## src/rtl/hsc_pkg.sv

```systemverilog
package hsc_pkg;
   typedef enum logic [1:0] {
      SPD_NONE = 2'd0,
      SPD_LOW  = 2'd1,
      SPD_FULL = 2'd2,
      SPD_HIGH = 2'd3
   } speed_e;

   localparam logic [1:0] LS_SE0 = 2'b00;
   localparam logic [1:0] LS_J   = 2'b01;
   localparam logic [1:0] LS_K   = 2'b10;

   localparam logic [1:0] XS_HS = 2'b00;
   localparam logic [1:0] XS_FS = 2'b01;
   localparam logic [1:0] XS_LS = 2'b10;

   localparam logic [1:0] OM_NORMAL = 2'b00;
   localparam logic [1:0] OM_CHIRP  = 2'b10;

   typedef struct packed {
      logic [1:0] xcvr;
      logic       term;
      logic [1:0] opm;
   } fctl_t;

   localparam fctl_t FC_FS      = '{xcvr: XS_FS, term: 1'b1, opm: OM_NORMAL};
   localparam fctl_t FC_LS      = '{xcvr: XS_LS, term: 1'b1, opm: OM_NORMAL};
   localparam fctl_t FC_PCHIRP  = '{xcvr: XS_HS, term: 1'b1, opm: OM_CHIRP};
   localparam fctl_t FC_HRESET  = '{xcvr: XS_HS, term: 1'b0, opm: OM_CHIRP};
   localparam fctl_t FC_HS      = '{xcvr: XS_HS, term: 1'b0, opm: OM_NORMAL};
endpackage

```

## src/rtl/hsc_kj_counter.sv

```systemverilog
module hsc_kj_counter
   import hsc_pkg::*;
#(
   parameter int N_PAIRS = 3
) (
   input  logic       clk,
   input  logic       rst_n,
   input  logic       enable,
   input  logic [1:0] line_state,
   input  logic       hs_squelch,
   output logic       pairs_met
);
   localparam int PW = $clog2(N_PAIRS + 1);

   logic [PW-1:0] cnt;
   logic          seen_k;

   always_ff @(posedge clk) begin
      if (!rst_n || !enable) begin
         cnt    <= '0;
         seen_k <= 1'b0;
      end else if (!hs_squelch) begin
         if (line_state == LS_K) begin
            seen_k <= 1'b1;
         end else if (line_state == LS_J && seen_k) begin
            seen_k <= 1'b0;
            if (cnt != PW'(N_PAIRS)) cnt <= cnt + 1'b1;
         end
      end
   end

   assign pairs_met = (cnt == PW'(N_PAIRS));
endmodule

```

## src/rtl/hsc_periph_fsm.sv

```systemverilog
module hsc_periph_fsm
   import hsc_pkg::*;
#(
   parameter int CW           = 20,
   parameter int T_SE0_CYC    = 150,
   parameter int T_CHIRPK_CYC = 60000,
   parameter int T_LISTEN_CYC = 60000
) (
   input  logic       clk,
   input  logic       rst_n,
   input  logic [1:0] line_state,
   input  logic       pairs_met,
   output logic       listening,
   output fctl_t      fc,
   output logic       tx_chirp,
   output speed_e     speed
);
   typedef enum logic [2:0] {P_ARM, P_IDLE, P_CHIRPK, P_LISTEN, P_HS} pst_e;

   pst_e          st;
   logic [CW-1:0] cnt;

   always_ff @(posedge clk) begin
      if (!rst_n) begin
         st       <= P_ARM;
         cnt      <= '0;
         fc       <= FC_FS;
         tx_chirp <= 1'b0;
         speed    <= SPD_FULL;
      end else begin
         case (st)
            P_ARM: begin
               cnt <= '0;
               if (line_state != LS_SE0) st <= P_IDLE;
            end
            P_IDLE: begin
               if (line_state == LS_SE0) begin
                  if (cnt == CW'(T_SE0_CYC - 1)) begin
                     st       <= P_CHIRPK;
                     cnt      <= '0;
                     fc       <= FC_PCHIRP;
                     tx_chirp <= 1'b1;
                  end else begin
                     cnt <= cnt + 1'b1;
                  end
               end else begin
                  cnt <= '0;
               end
            end
            P_CHIRPK: begin
               if (cnt == CW'(T_CHIRPK_CYC - 1)) begin
                  st       <= P_LISTEN;
                  cnt      <= '0;
                  tx_chirp <= 1'b0;
               end else begin
                  cnt <= cnt + 1'b1;
               end
            end
            P_LISTEN: begin
               if (pairs_met) begin
                  st    <= P_HS;
                  fc    <= FC_HS;
                  speed <= SPD_HIGH;
               end else if (cnt == CW'(T_LISTEN_CYC - 1)) begin
                  st    <= P_ARM;
                  cnt   <= '0;
                  fc    <= FC_FS;
                  speed <= SPD_FULL;
               end else begin
                  cnt <= cnt + 1'b1;
               end
            end
            P_HS:    st <= P_HS;
            default: st <= P_ARM;
         endcase
      end
   end

   assign listening = (st == P_LISTEN);
endmodule

```

## src/rtl/hsc_host_fsm.sv

```systemverilog
module hsc_host_fsm
   import hsc_pkg::*;
#(
   parameter int CW           = 20,
   parameter int T_ATTACH_CYC = 6000,
   parameter int T_KDET_CYC   = 150,
   parameter int T_RSTTO_CYC  = 420000,
   parameter int T_SYM_CYC    = 3000,
   parameter int N_PAIRS_TX   = 3
) (
   input  logic       clk,
   input  logic       rst_n,
   input  logic [1:0] line_state,
   input  logic       hs_squelch,
   output fctl_t      fc,
   output logic       tx_chirp,
   output logic       tx_sym,
   output speed_e     speed
);
   localparam int SW = $clog2(N_PAIRS_TX + 1);

   typedef enum logic [2:0] {H_IDLE, H_LS, H_RESET, H_KWAIT, H_CHIRP, H_FS, H_HS} hst_e;

   hst_e          st;
   logic [CW-1:0] cnt;
   logic [CW-1:0] kcnt;
   logic [1:0]    last_line;
   logic [SW-1:0] sent;
   logic          dev_k;
   logic          stable;

   assign dev_k  = (line_state == LS_K) && !hs_squelch;
   assign stable = (line_state == LS_J || line_state == LS_K) && (line_state == last_line);

   always_ff @(posedge clk) begin
      if (!rst_n) begin
         st        <= H_IDLE;
         cnt       <= '0;
         kcnt      <= '0;
         last_line <= LS_SE0;
         sent      <= '0;
         fc        <= FC_FS;
         tx_chirp  <= 1'b0;
         tx_sym    <= 1'b0;
         speed     <= SPD_NONE;
      end else begin
         case (st)
            H_IDLE: begin
               last_line <= line_state;
               if (stable) begin
                  if (cnt == CW'(T_ATTACH_CYC - 1)) begin
                     cnt <= '0;
                     if (line_state == LS_K) begin
                        st    <= H_LS;
                        fc    <= FC_LS;
                        speed <= SPD_LOW;
                     end else begin
                        st   <= H_RESET;
                        fc   <= FC_HRESET;
                        kcnt <= '0;
                     end
                  end else begin
                     cnt <= cnt + 1'b1;
                  end
               end else begin
                  cnt <= '0;
               end
            end
            H_RESET: begin
               cnt <= cnt + 1'b1;
               if (dev_k) begin
                  if (kcnt == CW'(T_KDET_CYC - 1)) st <= H_KWAIT;
                  else kcnt <= kcnt + 1'b1;
               end else begin
                  kcnt <= '0;
               end
               if (cnt == CW'(T_RSTTO_CYC - 1)) begin
                  st    <= H_FS;
                  fc    <= FC_FS;
                  speed <= SPD_FULL;
               end
            end
            H_KWAIT: begin
               cnt <= cnt + 1'b1;
               if (!dev_k) begin
                  st       <= H_CHIRP;
                  cnt      <= '0;
                  tx_chirp <= 1'b1;
                  tx_sym   <= 1'b0;
                  sent     <= '0;
               end else if (cnt == CW'(T_RSTTO_CYC - 1)) begin
                  st    <= H_FS;
                  fc    <= FC_FS;
                  speed <= SPD_FULL;
               end
            end
            H_CHIRP: begin
               if (cnt == CW'(T_SYM_CYC - 1)) begin
                  cnt <= '0;
                  if (tx_sym) begin
                     tx_sym <= 1'b0;
                     if (sent == SW'(N_PAIRS_TX - 1)) begin
                        st       <= H_HS;
                        tx_chirp <= 1'b0;
                        fc       <= FC_HS;
                        speed    <= SPD_HIGH;
                     end else begin
                        sent <= sent + 1'b1;
                     end
                  end else begin
                     tx_sym <= 1'b1;
                  end
               end else begin
                  cnt <= cnt + 1'b1;
               end
            end
            H_LS, H_FS, H_HS: st <= st;
            default:          st <= H_IDLE;
         endcase
      end
   end
endmodule

```

## src/rtl/hsc_chirp_ctrl.sv

```systemverilog
module hsc_chirp_ctrl
   import hsc_pkg::*;
#(
   parameter bit IS_HOST      = 1'b0,
   parameter int CLK_MHZ      = 60,
   parameter int T_SE0_CYC    = CLK_MHZ * 5 / 2,
   parameter int T_CHIRPK_CYC = CLK_MHZ * 1000,
   parameter int T_KEND_CYC   = CLK_MHZ * 7000,
   parameter int T_LISTEN_CYC = CLK_MHZ * 1000,
   parameter int N_PAIRS      = 3,
   parameter int T_ATTACH_CYC = CLK_MHZ * 100,
   parameter int T_KDET_CYC   = CLK_MHZ * 5 / 2,
   parameter int T_RSTTO_CYC  = CLK_MHZ * 7000,
   parameter int T_SYM_CYC    = CLK_MHZ * 50,
   parameter int N_PAIRS_TX   = 3
) (
   input  logic       clk,
   input  logic       rst_n,
   input  logic [1:0] line_state,
   input  logic       hs_squelch,
   output logic [1:0] xcvr_sel,
   output logic       term_sel,
   output logic [1:0] op_mode,
   output logic       fc_wr,
   output logic       tx_chirp,
   output logic       tx_sym,
   output logic [1:0] speed
);
   localparam int CW = $clog2(T_KEND_CYC + T_CHIRPK_CYC + T_LISTEN_CYC + T_ATTACH_CYC
                              + T_RSTTO_CYC + 2 * N_PAIRS_TX * T_SYM_CYC + 2);

   if (T_SE0_CYC < 1 || T_CHIRPK_CYC < 1 || T_LISTEN_CYC < 1 || T_ATTACH_CYC < 1
       || T_KDET_CYC < 1 || T_RSTTO_CYC < 1 || T_SYM_CYC < 1) begin : g_bad_time
      $error("hsc_chirp_ctrl: every interval must be at least one cycle");
   end
   if (N_PAIRS < 1 || N_PAIRS_TX < 1) begin : g_bad_pairs
      $error("hsc_chirp_ctrl: pair counts must be at least one");
   end
   if (T_SE0_CYC + T_CHIRPK_CYC > T_KEND_CYC) begin : g_bad_kend
      $error("hsc_chirp_ctrl: chirp K would end after the allowed deadline");
   end

   fctl_t  fc;
   fctl_t  fc_q;
   speed_e speed_i;

   if (IS_HOST) begin : g_host
      hsc_host_fsm #(
         .CW(CW), .T_ATTACH_CYC(T_ATTACH_CYC), .T_KDET_CYC(T_KDET_CYC),
         .T_RSTTO_CYC(T_RSTTO_CYC), .T_SYM_CYC(T_SYM_CYC), .N_PAIRS_TX(N_PAIRS_TX)
      ) u_host (
         .clk(clk), .rst_n(rst_n), .line_state(line_state), .hs_squelch(hs_squelch),
         .fc(fc), .tx_chirp(tx_chirp), .tx_sym(tx_sym), .speed(speed_i)
      );
   end else begin : g_periph
      logic listening;
      logic pairs_met;

      hsc_kj_counter #(.N_PAIRS(N_PAIRS)) u_kj (
         .clk(clk), .rst_n(rst_n), .enable(listening), .line_state(line_state),
         .hs_squelch(hs_squelch), .pairs_met(pairs_met)
      );

      hsc_periph_fsm #(
         .CW(CW), .T_SE0_CYC(T_SE0_CYC), .T_CHIRPK_CYC(T_CHIRPK_CYC),
         .T_LISTEN_CYC(T_LISTEN_CYC)
      ) u_periph (
         .clk(clk), .rst_n(rst_n), .line_state(line_state), .pairs_met(pairs_met),
         .listening(listening), .fc(fc), .tx_chirp(tx_chirp), .speed(speed_i)
      );

      assign tx_sym = 1'b0;
   end

   always_ff @(posedge clk) begin
      if (!rst_n) fc_q <= FC_FS;
      else        fc_q <= fc;
   end

   assign fc_wr    = (fc != fc_q);
   assign xcvr_sel = fc.xcvr;
   assign term_sel = fc.term;
   assign op_mode  = fc.opm;
   assign speed    = speed_i;
endmodule

```

## config.mk

```make
export PLATFORM = sky130hd
export DESIGN_NAME = hsc_chirp_ctrl
export DESIGN_NICKNAME = d
export VERILOG_FILES = /design/src/rtl/hsc_pkg.sv /design/src/rtl/hsc_kj_counter.sv /design/src/rtl/hsc_periph_fsm.sv /design/src/rtl/hsc_host_fsm.sv /design/src/rtl/hsc_chirp_ctrl.sv
export SDC_FILE = /design/constraint.sdc
export NUM_CORES = 1
export LEC_CHECK = 0
export ABC_AREA = 1
export BUFFER_PORTS_ARGS = -buffer_cell sky130_fd_sc_hd__buf_2
export CAP_MARGIN = 30
export CORE_MARGIN = 1.5
export CORE_UTILIZATION = 54
export DETAILED_ROUTE_END_ITERATION = 10
export PLACE_DENSITY = 0.75
export SLEW_MARGIN = 20
export SYNTH_ARGS = -nofsm -noshare
export SYNTH_HDL_FRONTEND = slang
export SYNTH_HIERARCHICAL = 1
export SYNTH_SLANG_ARGS = --single-unit
export TNS_END_PERCENT = 5
```

## constraint.sdc

```tcl
create_clock -name clk -period 1.4 [get_ports clk]
set_input_delay 0.28 -clock clk [delete_from_list [all_inputs] [get_ports clk]]
set_output_delay 0.28 -clock clk [all_outputs]
set_load 0.03 [all_outputs]
```

======== Word-level counts from Yosys, hierarchy flattened ========
Index checks and enable logic that the tools add are counted.
storage, ports and cells
  word-level logic and storage cells ...... 77
  register bits ........................... 39
operators by class
  equality and inequality tests ........... 17
  add/sub/neg operators ................... 2
  bitwise logic cells ..................... 2
  reduce and logical (&&, ||, !) cells .... 19
  multiplexer cells ....................... 25
operators by type and width
  kind                   number
  $mux 20                4
  $pmux 20 s4            1
  $add 20x1->20 const B  1
  $eq 20x16->1 const B   1
  $eq 20x8->1 const B    1
  $mux 5                 4
  $mux 3                 6
  $pmux 3 s5             1
  $reduce_and 4->1       3
  $pmux 5 s2             1
  $reduce_bool 2->1      5
  $ne 2x1->1 const B     4
  $eq 3x2->1 const B     2
  $reduce_and 2->1       3
  $mux 1                 5
  $ne 5x5->1             1
  $reduce_and 5->1       1
  $eq 2x2->1 const B     2
  $mux 2                 2
  $ne 2x2->1 const B     2
  $reduce_bool 4->1      1
  $eq 3x1->1 const B     1
  $eq 3x3->1 const B     1
  $logic_not 3->1        1
  other kinds (9)        11

======== Logic depth before layout (Yosys ltp) ========
  word-level depth ........................ 4
  depth in mapped cells ................... 11

======== By module ========
The synthesis kept the hierarchy.
by module, submodules not included
  module          area an instance (µm²)  cells an instance  sequential area each (µm²)  instances
  hsc_periph_fsm  1,684.1                 255                560.5                       1
  hsc_chirp_ctrl  234.0                   38                 100.1                       1
  hsc_kj_counter  187.7                   28                 60.1                        1

======== Worst setup path before layout ========
Ideal clock, no wire load.
  path type ............................... register to register
  start point ............................. register g_periph.u_periph.cnt[0]
  end point ............................... register g_periph.u_periph.cnt[15]
  period minus slack after synthesis ...... 1,468 ps
  cell stages (with the launch flop) ...... 10
  slack ................................... -68 ps
  setup time .............................. 114 ps
  arrival time ............................ 1,353 ps
  cell sequence ........................... dfxtp_1 > ha_1 > nand3_1 > nor2_1 > nand3_1 > nand2_1 > nand3_2 > nand2_4 > buf_6 > nor2_1
between the ends
  cells in the longest elaborated chain, start to end .. 4
  elaborated cells between the ends (all ways) .. 8
  those cells by class .................... 1 x add/sub; 2 x eq/ne; 5 x mux
ends and longest elaborated chain
  item                                   RTL line                                                          source
  start: declaration                     hsc_periph_fsm.sv:21                                              logic [CW-1:0] cnt;
  start signal: assignment               hsc_periph_fsm.sv:44                                              cnt <= cnt + 1'b1;
  start signal: assignment               hsc_periph_fsm.sv:56                                              cnt <= cnt + 1'b1;
  start signal: assignment               hsc_periph_fsm.sv:70                                              cnt <= cnt + 1'b1;
  $add 20x1->20 (tied with other cells)  hsc_periph_fsm.sv:44, hsc_periph_fsm.sv:56, hsc_periph_fsm.sv:70
  $mux 20, on equally long branches      hsc_periph_fsm.sv:51, hsc_periph_fsm.sv:64, hsc_periph_fsm.sv:38
  $mux 20, on equally long branches      hsc_periph_fsm.sv:60, hsc_periph_fsm.sv:37
  $pmux 20 s4 *                          hsc_periph_fsm.sv:31                                              case (st)
Every way passes the cells marked *; elsewhere a longest branch is shown, timed or not. The select of a mux whose other input is x is not followed.
A chain may end at the register's enable or synchronous reset.

======== Worst setup path in the final report ========
  start point ............................. register g_periph.u_periph.cnt[0]
  end point ............................... register g_periph.u_periph.cnt[10]
Same word-level chain as after synthesis.

==> impl_metrics.tcl <==
set metrics [dict create \
    required_ns 1.59 \
    dieWidth_um 65.4 \
    finalSetupViolCount 27 \
    clock_latency_ns 0.30 \
    synthDistinctLibCells 29 \
    p_int_uw 2450 \
    design.die.area_sq_mm 0.00428 \
    worst_ep_arrival_time_ns 1.68 \
    n_antenna_cell 0 \
    combPwrFrac_pct 30.4 \
    numCtsBuffers 5 \
    hold_buffers 0 \
    seq_area_sq_um 746 \
    finalHoldViolCount 0 \
    route.vias.total 2229 \
    syn_avg_cell_area_sq_um 6.56 \
    syn_inst 321 \
    cts.reportedPaths.clkPinSlew_ns 0.07 \
    power_leakage_uw 0.00138 \
    slew_violations 0 \
    gp_congestion 0.956 \
    multiInputGateArea_sq_mm 0.00125 \
    hold_path.class "input pin to register" \
    vias_per_cell 5.14 \
    die-height_um 65.4 \
    fmax_mhz 672 \
    maxCapViolCount 0 \
    start_util_pct 56.7 \
    violations "negative setup slack" \
    max-clock-path-buffers 2 \
    rsz0062_at_grt "true" \
    antenna_found_initial 0 \
    dr.pass1.iters 4 \
    cts.sinks 36 \
    rows 22 \
    netSwitchingFraction_pct 30.8 \
    grt_max_degree 13 \
    wl_um 5590 \
    synth_area_sq_mm 0.00211 \
    cellPowerDensity_mw_per_mm2 1210 \
    path_class "register to register" \
    endpoint_kind "register" \
    finalCritPeriodShare_pct 106 \
    fin_tns_setup_ns -1.78 \
    slew_headroom_pct 66.0 \
    setup_ws_ns -0.0886 \
    switchingPower_uw 1090 \
    start_kind "register" \
    fin_skew_ns 0.00606 \
    grt_pass1_wl_um 9290 \
    clockRootBuffer "clkbuf_8" \
    final_layout_size_suffix_gt1_share_pct 35.8 \
    nNetsFinal 393 \
    status "finished with violations" \
    cts_max_level 2 \
    port_buffers 10 \
    groute.usage.overall_pct 28.4 \
    ys_seq_area_share_pct 34.2 \
    dp_hpwl_um 3560 \
    wl_per_cell_um 12.9 \
    ys_ff_latch 36 \
    drc 0 \
    seqPwrFrac_pct 33.5 \
    ios 15 \
    worstMarginPinSlew_ns 0.506 \
    grt_pass1_vias 2081 \
    tritoncts "done" \
    coreArea_sq_mm 0.00372 \
    n_fill_cell 264 \
    yosysWarningCount 6 \
    p_clk_share_pct 36.1 \
    peakVddDrop_v 0.000730 \
    cp_max_fo 5 \
    areaGrowthSynthToFinish_pct 38.7 \
    min_period_ns 1.49 \
    first_iter_violations 147 \
    final_antenna_net_count 0 \
    whs_ns 0.275 \
    design_power_total_uw 3540 \
    grt-ovfl-total 0 \
]
[synthesized netlist by cell type (all sizes together)]
cell	n	share of area, %
nand2	72	14
nor2	68	14
inv	57	10
dfxtp	36	34
nand3	24	6.7
nand4	12	3.6
a21oi	9	2.1
nor3	9	2.1
xor2	8	3.3
buf	7	3.2
o21ai	5	1.2
conb	3	0.53
ha	3	1.8
nor3b	2	0.71
xnor2	2	0.83
a211oi	1	0.36
a31oi	1	0.30
nor4	1	0.30
or2	1	0.30
[metal layers]
layer	GRT usage [%]	up-vias	part of all wire, %
met5	0	-	0
met4	10.7	0	1.7
met3	6.16	9	5.6
met2	47.7	66	49
met1	35.7	1039	44
li1	-	1115	-
[worst max-delay path, cell delays in order, from the launching register on]
cell     delay (ns)
dfxtp_4        0.39
ha_4           0.15
nand4_1        0.12
inv_1          0.10
nand4_1        0.13
nor2_2         0.23
xor2_1         0.20
nor2_1         0.06
[placed cells by master (no fill, tap or decap), drive strengths merged]
cell	synthesis	final
nand2	72	72
nor2	68	68
buf	7	63
inv	57	57
dfxtp	36	36
nand3	24	24
nand4	12	12
a21oi	9	9
nor3	9	9
xor2	8	8
clkbuf	0	5
o21ai	5	5
conb	3	4
bufinv	0	3
ha	3	3
xnor2	2	2
nor3b	2	2
a31oi	1	1
nor4	1	1
a211oi	1	1
or2	1	1
[power groups by stage]
stage                     Combinational (uW)  Clock, uW  Sequential (uW)
final                                   1080       1280             1180
after global routing                    1160       1340             1190
after CTS                                991       1290             1180
after detailed placement                 829          0             1190
after global placement                   809          0             1190
after floorplan                          537          0             1220
[final timing paths]
kind,start,endpoint,slack (ns),cells after the start
worst min-delay path,hs_squelch,g_periph.u_kj/seen_k,0.28,4
worst max register to register,g_periph.u_periph/cnt[0],g_periph.u_periph/cnt[10],-0.09,7
worst min register to register,g_periph.u_periph/fc[3],fc_q[3],0.47,2
worst max-delay path,g_periph.u_periph/cnt[0],g_periph.u_periph/cnt[10],-0.09,7
[timing repair]
item | in CTS | in global routing
endpoints found under the setup margin | 27 | 28
cloned | 0 | 0
resized for setup | 40 | 15
pin swaps | 14 | 4
setup buffers | 7 | 1
[registers in the layout (all words and copies together) (netlist names)]
signal and count:
fc_q 5, g_periph.u_kj/cnt 2, g_periph.u_kj/seen_k 1, g_periph.u_periph/cnt 20, g_periph.u_periph/fc 3, g_periph.u_periph/speed 1
g_periph.u_periph/st 3, g_periph.u_periph/tx_chirp 1
[stage by stage]
step	instance area (sq um)	setup slack, ns	instances	util (%)
after CTS	2880	-0.0229	433	77.4
after detailed placement	2540	-0.0955	418	68.5
final	2920	-0.0886	434	78.6
after global placement	2540	-0.0581	418	68.5
after global routing	2920	-0.169	434	78.6
after floorplan	2130	0.000673	322	-
[kinds of logic after synthesis]
family / synth area share, %
simple gates: 41.8
buf+inv: 13.5
flops: 34.2
compound gates: 3.98
xor+xnor: 4.16
fa+ha+maj: 1.78
other cells: 0.535
[layout make-up]
cell class / instances / area share [%]
Inverter: 57 / 7.41
Sequential cell: 36 / 25.5
Multi-Input combinational cell: 222 / 42.7
Tap cell: 48 / 2.06
Clock inverter: 3 / 3.08
Clock buffer: 5 / 2.36
Timing Repair Buffer: 63 / 16.8
No activity file was read; power rests on OpenSTA's default activity.
